### src/rtl/xfc_pkg.sv
package xfc_pkg;
  localparam logic [7:0] XON_DEF  = 8'h11;
  localparam logic [7:0] XOFF_DEF = 8'h13;
  localparam int unsigned NUM_CMP = 2;
  localparam int unsigned CMP_ON  = 0;
  localparam int unsigned CMP_OFF = 1;
  typedef enum logic { ARB_IDLE = 1'b0, ARB_BUSY = 1'b1 } arb_st_e;
endpackage

### src/rtl/xfc_rx_watch.sv
module xfc_rx_watch #(
  parameter int unsigned CHAR_W = 8
) (
  input  logic              clk_i,
  input  logic              rst_ni,
  input  logic              en_i,
  input  logic              del_i,
  input  logic [CHAR_W-1:0] xon_i,
  input  logic [CHAR_W-1:0] xoff_i,
  input  logic              valid_i,
  input  logic [CHAR_W-1:0] data_i,
  output logic              valid_o,
  output logic [CHAR_W-1:0] data_o,
  output logic              paused_o,
  output logic              on_irq_o,
  output logic              off_irq_o
);
  logic hit_off, hit_on;

  // pause code takes precedence when both codes are equal
  always_comb begin
    hit_off = en_i & valid_i & (data_i == xoff_i);
    hit_on  = en_i & valid_i & (data_i == xon_i) & ~hit_off;
    valid_o = valid_i & ~(del_i & (hit_on | hit_off));
    data_o  = data_i;
  end

  always_ff @(posedge clk_i or negedge rst_ni) begin
    if (!rst_ni) begin
      paused_o  <= 1'b0;
      on_irq_o  <= 1'b0;
      off_irq_o <= 1'b0;
    end else begin
      on_irq_o  <= hit_on;
      off_irq_o <= hit_off;
      if (!en_i)        paused_o <= 1'b0;
      else if (hit_off) paused_o <= 1'b1;
      else if (hit_on)  paused_o <= 1'b0;
    end
  end
endmodule

### src/rtl/xfc_level_watch.sv
module xfc_level_watch
  import xfc_pkg::*;
#(
  parameter int unsigned LVL_W = 6
) (
  input  logic             clk_i,
  input  logic             rst_ni,
  input  logic             en_i,
  input  logic [LVL_W-1:0] level_i,
  input  logic [LVL_W-1:0] on_thr_i,
  input  logic [LVL_W-1:0] off_thr_i,
  output logic             auto_on_o,
  output logic             auto_off_o
);
  logic [NUM_CMP-1:0] cond, prev, fire;

  for (genvar g = 0; g < NUM_CMP; g++) begin : g_cmp
    // lower comparator starts as "already below" so reset queues nothing
    localparam logic PREV_RST = (g == CMP_ON) ? 1'b1 : 1'b0;
    if (g == CMP_ON) begin : g_below
      assign cond[g] = level_i < on_thr_i;
    end else begin : g_above
      assign cond[g] = level_i > off_thr_i;
    end
    assign fire[g] = en_i & cond[g] & ~prev[g];
    always_ff @(posedge clk_i or negedge rst_ni) begin
      if (!rst_ni) prev[g] <= PREV_RST;
      else         prev[g] <= cond[g];
    end
  end

  assign auto_on_o  = fire[CMP_ON];
  assign auto_off_o = fire[CMP_OFF];
endmodule

### src/rtl/xfc_tx_arb.sv
module xfc_tx_arb
  import xfc_pkg::*;
#(
  parameter int unsigned CHAR_W = 8
) (
  input  logic              clk_i,
  input  logic              rst_ni,
  input  logic              set_on_i,
  input  logic              set_off_i,
  input  logic              gate_i,
  input  logic [CHAR_W-1:0] xon_i,
  input  logic [CHAR_W-1:0] xoff_i,
  input  logic              gnt_i,
  output logic              req_o,
  output logic [CHAR_W-1:0] char_o,
  output logic              pend_on_o,
  output logic              pend_off_o
);
  arb_st_e st_q;
  logic    sel_off_q, done_on, done_off;
  logic [CHAR_W-1:0] char_q;

  assign done_off = (st_q == ARB_BUSY) & gnt_i &  sel_off_q;
  assign done_on  = (st_q == ARB_BUSY) & gnt_i & ~sel_off_q;

  // a new set in the grant cycle schedules one more character
  always_ff @(posedge clk_i or negedge rst_ni) begin
    if (!rst_ni) begin
      pend_on_o  <= 1'b0;
      pend_off_o <= 1'b0;
    end else begin
      pend_on_o  <= set_on_i  | (pend_on_o  & ~done_on);
      pend_off_o <= set_off_i | (pend_off_o & ~done_off);
    end
  end

  always_ff @(posedge clk_i or negedge rst_ni) begin
    if (!rst_ni) begin
      st_q      <= ARB_IDLE;
      sel_off_q <= 1'b0;
      char_q    <= '0;
    end else begin
      unique case (st_q)
        ARB_IDLE: if ((pend_on_o | pend_off_o) & gate_i) begin
          st_q      <= ARB_BUSY;
          sel_off_q <= pend_off_o;
          char_q    <= pend_off_o ? xoff_i : xon_i;
        end
        ARB_BUSY: if (gnt_i) st_q <= ARB_IDLE;
        default:  st_q <= ARB_IDLE;
      endcase
    end
  end

  assign req_o  = (st_q == ARB_BUSY);
  assign char_o = char_q;
endmodule

### src/rtl/xflow_ctrl.sv
module xflow_ctrl
  import xfc_pkg::*;
#(
  parameter int unsigned CHAR_W = 8,
  parameter int unsigned LVL_W  = 6
) (
  input  logic              clk_i,
  input  logic              rst_ni,
  input  logic              cfg_en_i,
  input  logic [CHAR_W-1:0] cfg_xon_char_i,
  input  logic [CHAR_W-1:0] cfg_xoff_char_i,
  input  logic              cfg_del_i,
  input  logic              cfg_still_send_i,
  input  logic              cfg_force_on_i,
  input  logic              cfg_force_off_i,
  input  logic [LVL_W-1:0]  cfg_on_thr_i,
  input  logic [LVL_W-1:0]  cfg_off_thr_i,
  input  logic              cmd_xon_i,
  input  logic              cmd_xoff_i,
  input  logic              rx_valid_i,
  input  logic [CHAR_W-1:0] rx_data_i,
  output logic              rx_valid_o,
  output logic [CHAR_W-1:0] rx_data_o,
  input  logic [LVL_W-1:0]  rx_level_i,
  output logic              tx_en_o,
  output logic              fc_req_o,
  output logic [CHAR_W-1:0] fc_char_o,
  input  logic              fc_gnt_i,
  output logic              pend_xon_o,
  output logic              pend_xoff_o,
  output logic              on_irq_o,
  output logic              off_irq_o
);
  logic paused, auto_on, auto_off;

  xfc_rx_watch #(.CHAR_W(CHAR_W)) u_rx (
    .clk_i, .rst_ni,
    .en_i     (cfg_en_i),
    .del_i    (cfg_del_i),
    .xon_i    (cfg_xon_char_i),
    .xoff_i   (cfg_xoff_char_i),
    .valid_i  (rx_valid_i),
    .data_i   (rx_data_i),
    .valid_o  (rx_valid_o),
    .data_o   (rx_data_o),
    .paused_o (paused),
    .on_irq_o (on_irq_o),
    .off_irq_o(off_irq_o)
  );

  xfc_level_watch #(.LVL_W(LVL_W)) u_lvl (
    .clk_i, .rst_ni,
    .en_i      (cfg_en_i),
    .level_i   (rx_level_i),
    .on_thr_i  (cfg_on_thr_i),
    .off_thr_i (cfg_off_thr_i),
    .auto_on_o (auto_on),
    .auto_off_o(auto_off)
  );

  always_comb begin
    if (cfg_force_off_i)     tx_en_o = 1'b0;
    else if (cfg_force_on_i) tx_en_o = 1'b1;
    else                     tx_en_o = ~paused;
  end

  xfc_tx_arb #(.CHAR_W(CHAR_W)) u_arb (
    .clk_i, .rst_ni,
    .set_on_i  (cmd_xon_i  | auto_on),
    .set_off_i (cmd_xoff_i | auto_off),
    .gate_i    (tx_en_o | cfg_still_send_i),
    .xon_i     (cfg_xon_char_i),
    .xoff_i    (cfg_xoff_char_i),
    .gnt_i     (fc_gnt_i),
    .req_o     (fc_req_o),
    .char_o    (fc_char_o),
    .pend_on_o (pend_xon_o),
    .pend_off_o(pend_xoff_o)
  );
endmodule

### config.mk
export PLATFORM = sky130hd
export DESIGN_NAME = xflow_ctrl
export DESIGN_NICKNAME = d
export VERILOG_FILES = /design/src/rtl/xfc_pkg.sv /design/src/rtl/xfc_rx_watch.sv /design/src/rtl/xfc_level_watch.sv /design/src/rtl/xfc_tx_arb.sv /design/src/rtl/xflow_ctrl.sv
export SDC_FILE = /design/constraint.sdc
export NUM_CORES = 1
export LEC_CHECK = 0
export ABC_AREA = 1
export BUFFER_PORTS_ARGS = -buffer_cell sky130_fd_sc_hd__buf_2
export CORE_MARGIN = 2
export CORE_UTILIZATION = 40
export DETAILED_ROUTE_END_ITERATION = 8
export GPL_TIMING_DRIVEN = 0
export PLACE_DENSITY = 0.68
export SLEW_MARGIN = 10
export SYNTH_ARGS = -nofsm -noshare
export SYNTH_HDL_FRONTEND = slang
export SYNTH_SLANG_ARGS = --single-unit
### constraint.sdc
create_clock -name clk_i -period 2.96 [get_ports clk_i]
set_clock_uncertainty 0.15 [all_clocks]
set_input_delay 0.148 -clock clk_i [delete_from_list [all_inputs] [get_ports clk_i]]
set_output_delay 0.148 -clock clk_i [all_outputs]
set_load 0.05 [all_outputs]
==> results.json <==
{
  "crit_top_cell": "buf_2",
  "routed_wl_um": 3644,
  "wl_met2_um": 1785,
  "core_region_area_mm2": 0.003633,
  "critPathTopFamily": "buffers and inverters",
  "ys_warn_count": 0,
  "wl_per_cell_um": 10.38,
  "cts.sinks": 17,
  "place_inst": 343,
  "wl_met3_um": 277,
  "cts_tree": "done",
  "die_w_um": 65.45,
  "grt_pass1_vias": 1458,
  "rsz0062_at_grt": "no",
  "die_h_um": 65.45,
  "antenna_left": 0,
  "ys_ff_latch": 17,
  "drv_cap": 0,
  "synth.distinct_cells": 32,
  "powerDensity_mw_per_mm2": 557.4,
  "drc": 0,
  "final_util_pct": 55.89,
  "r2r_start": "u_rx.paused_o",
  "seq_area_frac_synth_pct": 28.25,
  "cts_root_buf": "clkbuf_8",
  "fin_crit_sh_pct": 51.69,
  "critical_path_peak_fanout": 4,
  "ios": 76,
  "grt_usage_pct": 18.16,
  "startpoint_type": "input pin",
  "reg2reg_slack_ns": 1.46,
  "syn_inst": 220,
  "area_growth_pct": 34.47,
  "path_class": "input pin to output port",
  "hold_viol_final": 0,
  "r2r_end": "u_arb.char_o[5]",
  "status": "finished, final reports clean",
  "cts_htree_levels": 1,
  "path_buf_inv": 2,
  "whs_path_depth": 3,
  "die_area_mm2": 0.004283,
  "drive_above_1_share_pct": 31.68,
  "min_period_ns": 1.530,
  "routed.top_layer": "met3",
  "met1Wirelength_um": 1581,
  "min-delay-start": "cfg_en_i",
  "synth_compound_area_share_pct": 15.91,
  "drt-vias-per-instance": 4.524,
  "irDropWorstVdd_mv": 0.2853,
  "synthesis.area_mm2": 0.001510,
  "crit_chain": "buf_2 -> o21ai_0 -> nor2_1 -> nand3_1 -> nand2_1 -> a21oi_1 -> buf_2",
  "setup_viol_count_final": 0,
  "clkLatencyLatePin_ns": 0.25,
  "grt_max_degree": 18,
  "insertedDiodeCount": 0,
  "crit_slowest_cell": "o21ai_0",
  "numCtsBuffers": 3,
  "port_buffers": 75,
  "worst_pin_slew_ns": 0.3831,
  "grt_antenna_before_repair": 0,
  "clk_pin_slew_ns": 0.07,
  "synth.area.mux_share_pct": 0,
  "clk_path_buf_depth": 2,
  "cp_data_required_time_ns": 2.66,
  "synthSimpleGateAreaFrac_pct": 28.09,
  "globalRouteOverflowTotal": 0,
  "relSlewSlack_pct": 74.46,
  "grt_pass1_wl_um": 5982,
  "arrival_ns": 1.23,
  "max_freq_mhz": 653.6,
  "synth_top_family_by_area": "simple AND/OR/NAND/NOR gates",
  "post-cts-setup-buffers": 0,
  "synth_nets": 284,
  "start_util_pct": 41.56,
  "drt-pass1-iter-count": 4,
  "end_kind": "output port",
  "p_leak_uw": 0.001203,
  "final_cells": 351,
  "fill_cells": 407,
  "synthXorXnorAreaFrac_pct": 2.320,
  "drt-initial-drc-count": 72,
  "routabilityCongestion": 0.8810,
  "min_path_type": "input pin to flip-flop",
  "slowest_delay_ns": 0.29,
  "fin_nets": 368,
  "r2r_cells": 7,
  "syn-mean-instance-area_um2": 6.865,
  "fp-row-count": 22,
  "tns_ns": 0,
  "vias": 1588,
  "dp_hpwl_um": 3107,
  "synth-adder-area-share_pct": 9.114,
  "worstHoldEndpoint": "u_rx.paused_o",
  "whs_ns": 0.009655,
  "final_max_slew_viol_count": 0,
  "crit_start": "rx_data_i[5]"
}
## through the flow
step	worst slack, ns	power [uW]	instance area [um2]
2_1_floorplan	1.321	798.8	1510
3_3_place_gp	1.437	955.8	1946
3_5_place_dp	1.441	963.4	1946
4_1_cts	1.441	1143	2031
5_1_grt	1.301	1209	2031
6_report	1.430	1132	2031
## logic make-up after synthesis
| logic type | count (synthesis) |
|---|---|
| and+or+nand+nor | 98 |
| buffers and inverters | 52 |
| AOI/OAI and AO/OA | 38 |
| DFF | 17 |
| adders and majority gates | 11 |
| xor gates and xnor gates | 4 |
## metal layers
metal | vias up | global-route usage, %
li1 | 844 | -
met1 | 692 | 20.64
met2 | 52 | 34.57
met3 | 0 | 5.308
met4 | 0 | 1.563
met5 | - | 0
## tightest hold or removal path, stage by stage
cell     delay [ns]
buf_2          0.10
nand3_1        0.07
nand2_1        0.06
## worst max path at each step
| stage | end | depth (start not counted) |
|---|---|---|
| CTS | rx_valid_o | 7 |
| floorplan | rx_valid_o | 6 |
| global placement | rx_valid_o | 7 |
| detailed placement | rx_valid_o | 7 |
| finish | rx_valid_o | 7 |
| global route | rx_valid_o | 9 |
## cells in the mapped netlist (all sizes together)
| cell | instances | area share, % |
|---|---|---|
| and3 | 1 | 0.41 |
| nand4 | 2 | 0.83 |
| nor2 | 19 | 5.8 |
| a21o | 3 | 1.5 |
| buf | 10 | 5.7 |
| o21ai | 17 | 6.4 |
| xnor2 | 4 | 2.3 |
| nor3 | 1 | 0.33 |
| nand2 | 61 | 15 |
| inv | 42 | 11 |
| dfrtp | 16 | 27 |
| a31oi | 1 | 0.41 |
| a21oi | 7 | 2.3 |
| or2 | 1 | 0.41 |
| and2 | 2 | 0.83 |
| nand3b | 2 | 0.99 |
| dfstp | 1 | 1.7 |
| nand3 | 9 | 3.0 |
| ha | 11 | 9.1 |
| o21a | 7 | 3.5 |
| o21bai | 1 | 0.50 |
| a21boi | 1 | 0.50 |
| o211ai | 1 | 0.83 |
## sequential cells by signal, indices dropped and copies added (netlist names)
name / flops
u_arb.pend_off_o: 1
u_arb.pend_on_o: 1
u_arb.req_o: 1
u_lvl.prev: 2
u_rx.on_irq_o: 1
u_rx.off_irq_o: 1
u_rx.paused_o: 1
u_arb.char_o: 8
u_arb.sel_off_q: 1
## report_power, final
group,internal [uW],switching (uW),total [uW]
combinational,190,417,607
clock,95.5,77.8,173
sequential,304,47.5,351
total,589,543,1130
## layout make-up
class | count | area [um2] | area share (%)
Clock buffer | 4 | 45.04 | 2.218
Sequential cell | 17 | 426.7 | 21.01
Multi-Input combinational cell | 151 | 837.1 | 41.22
Timing Repair Buffer | 79 | 415.4 | 20.46
Buffer | 10 | 86.33 | 4.251
Inverter | 42 | 160.2 | 7.887
Tap cell | 48 | 60.06 | 2.957
## timing repair
action | 4_1_cts | 5_1_grt
hold buffers | 4 | 0
hold endpoints to repair | 20 | 0
gates resized for setup | 0 | 0
## layout by cell type, fill, tap and decap left out, drive strengths merged
cell type,Yosys,final
and2,2,2
or2,1,1
nand3b,2,2
o21bai,1,1
a21boi,1,1
nand3,9,9
and3,1,1
nand2,61,61
nand4,2,2
o211ai,1,1
nor2,19,19
dfrtp,16,16
dlygate4sd3,0,4
ha,11,11
nor3,1,1
a31oi,1,1
o21a,7,7
buf,10,85
o21ai,17,17
clkbuf,0,4
inv,42,42
dfstp,1,1
xnor2,4,4
a21oi,7,7
a21o,3,3
Note: power is estimated with default switching activity, not from simulation.
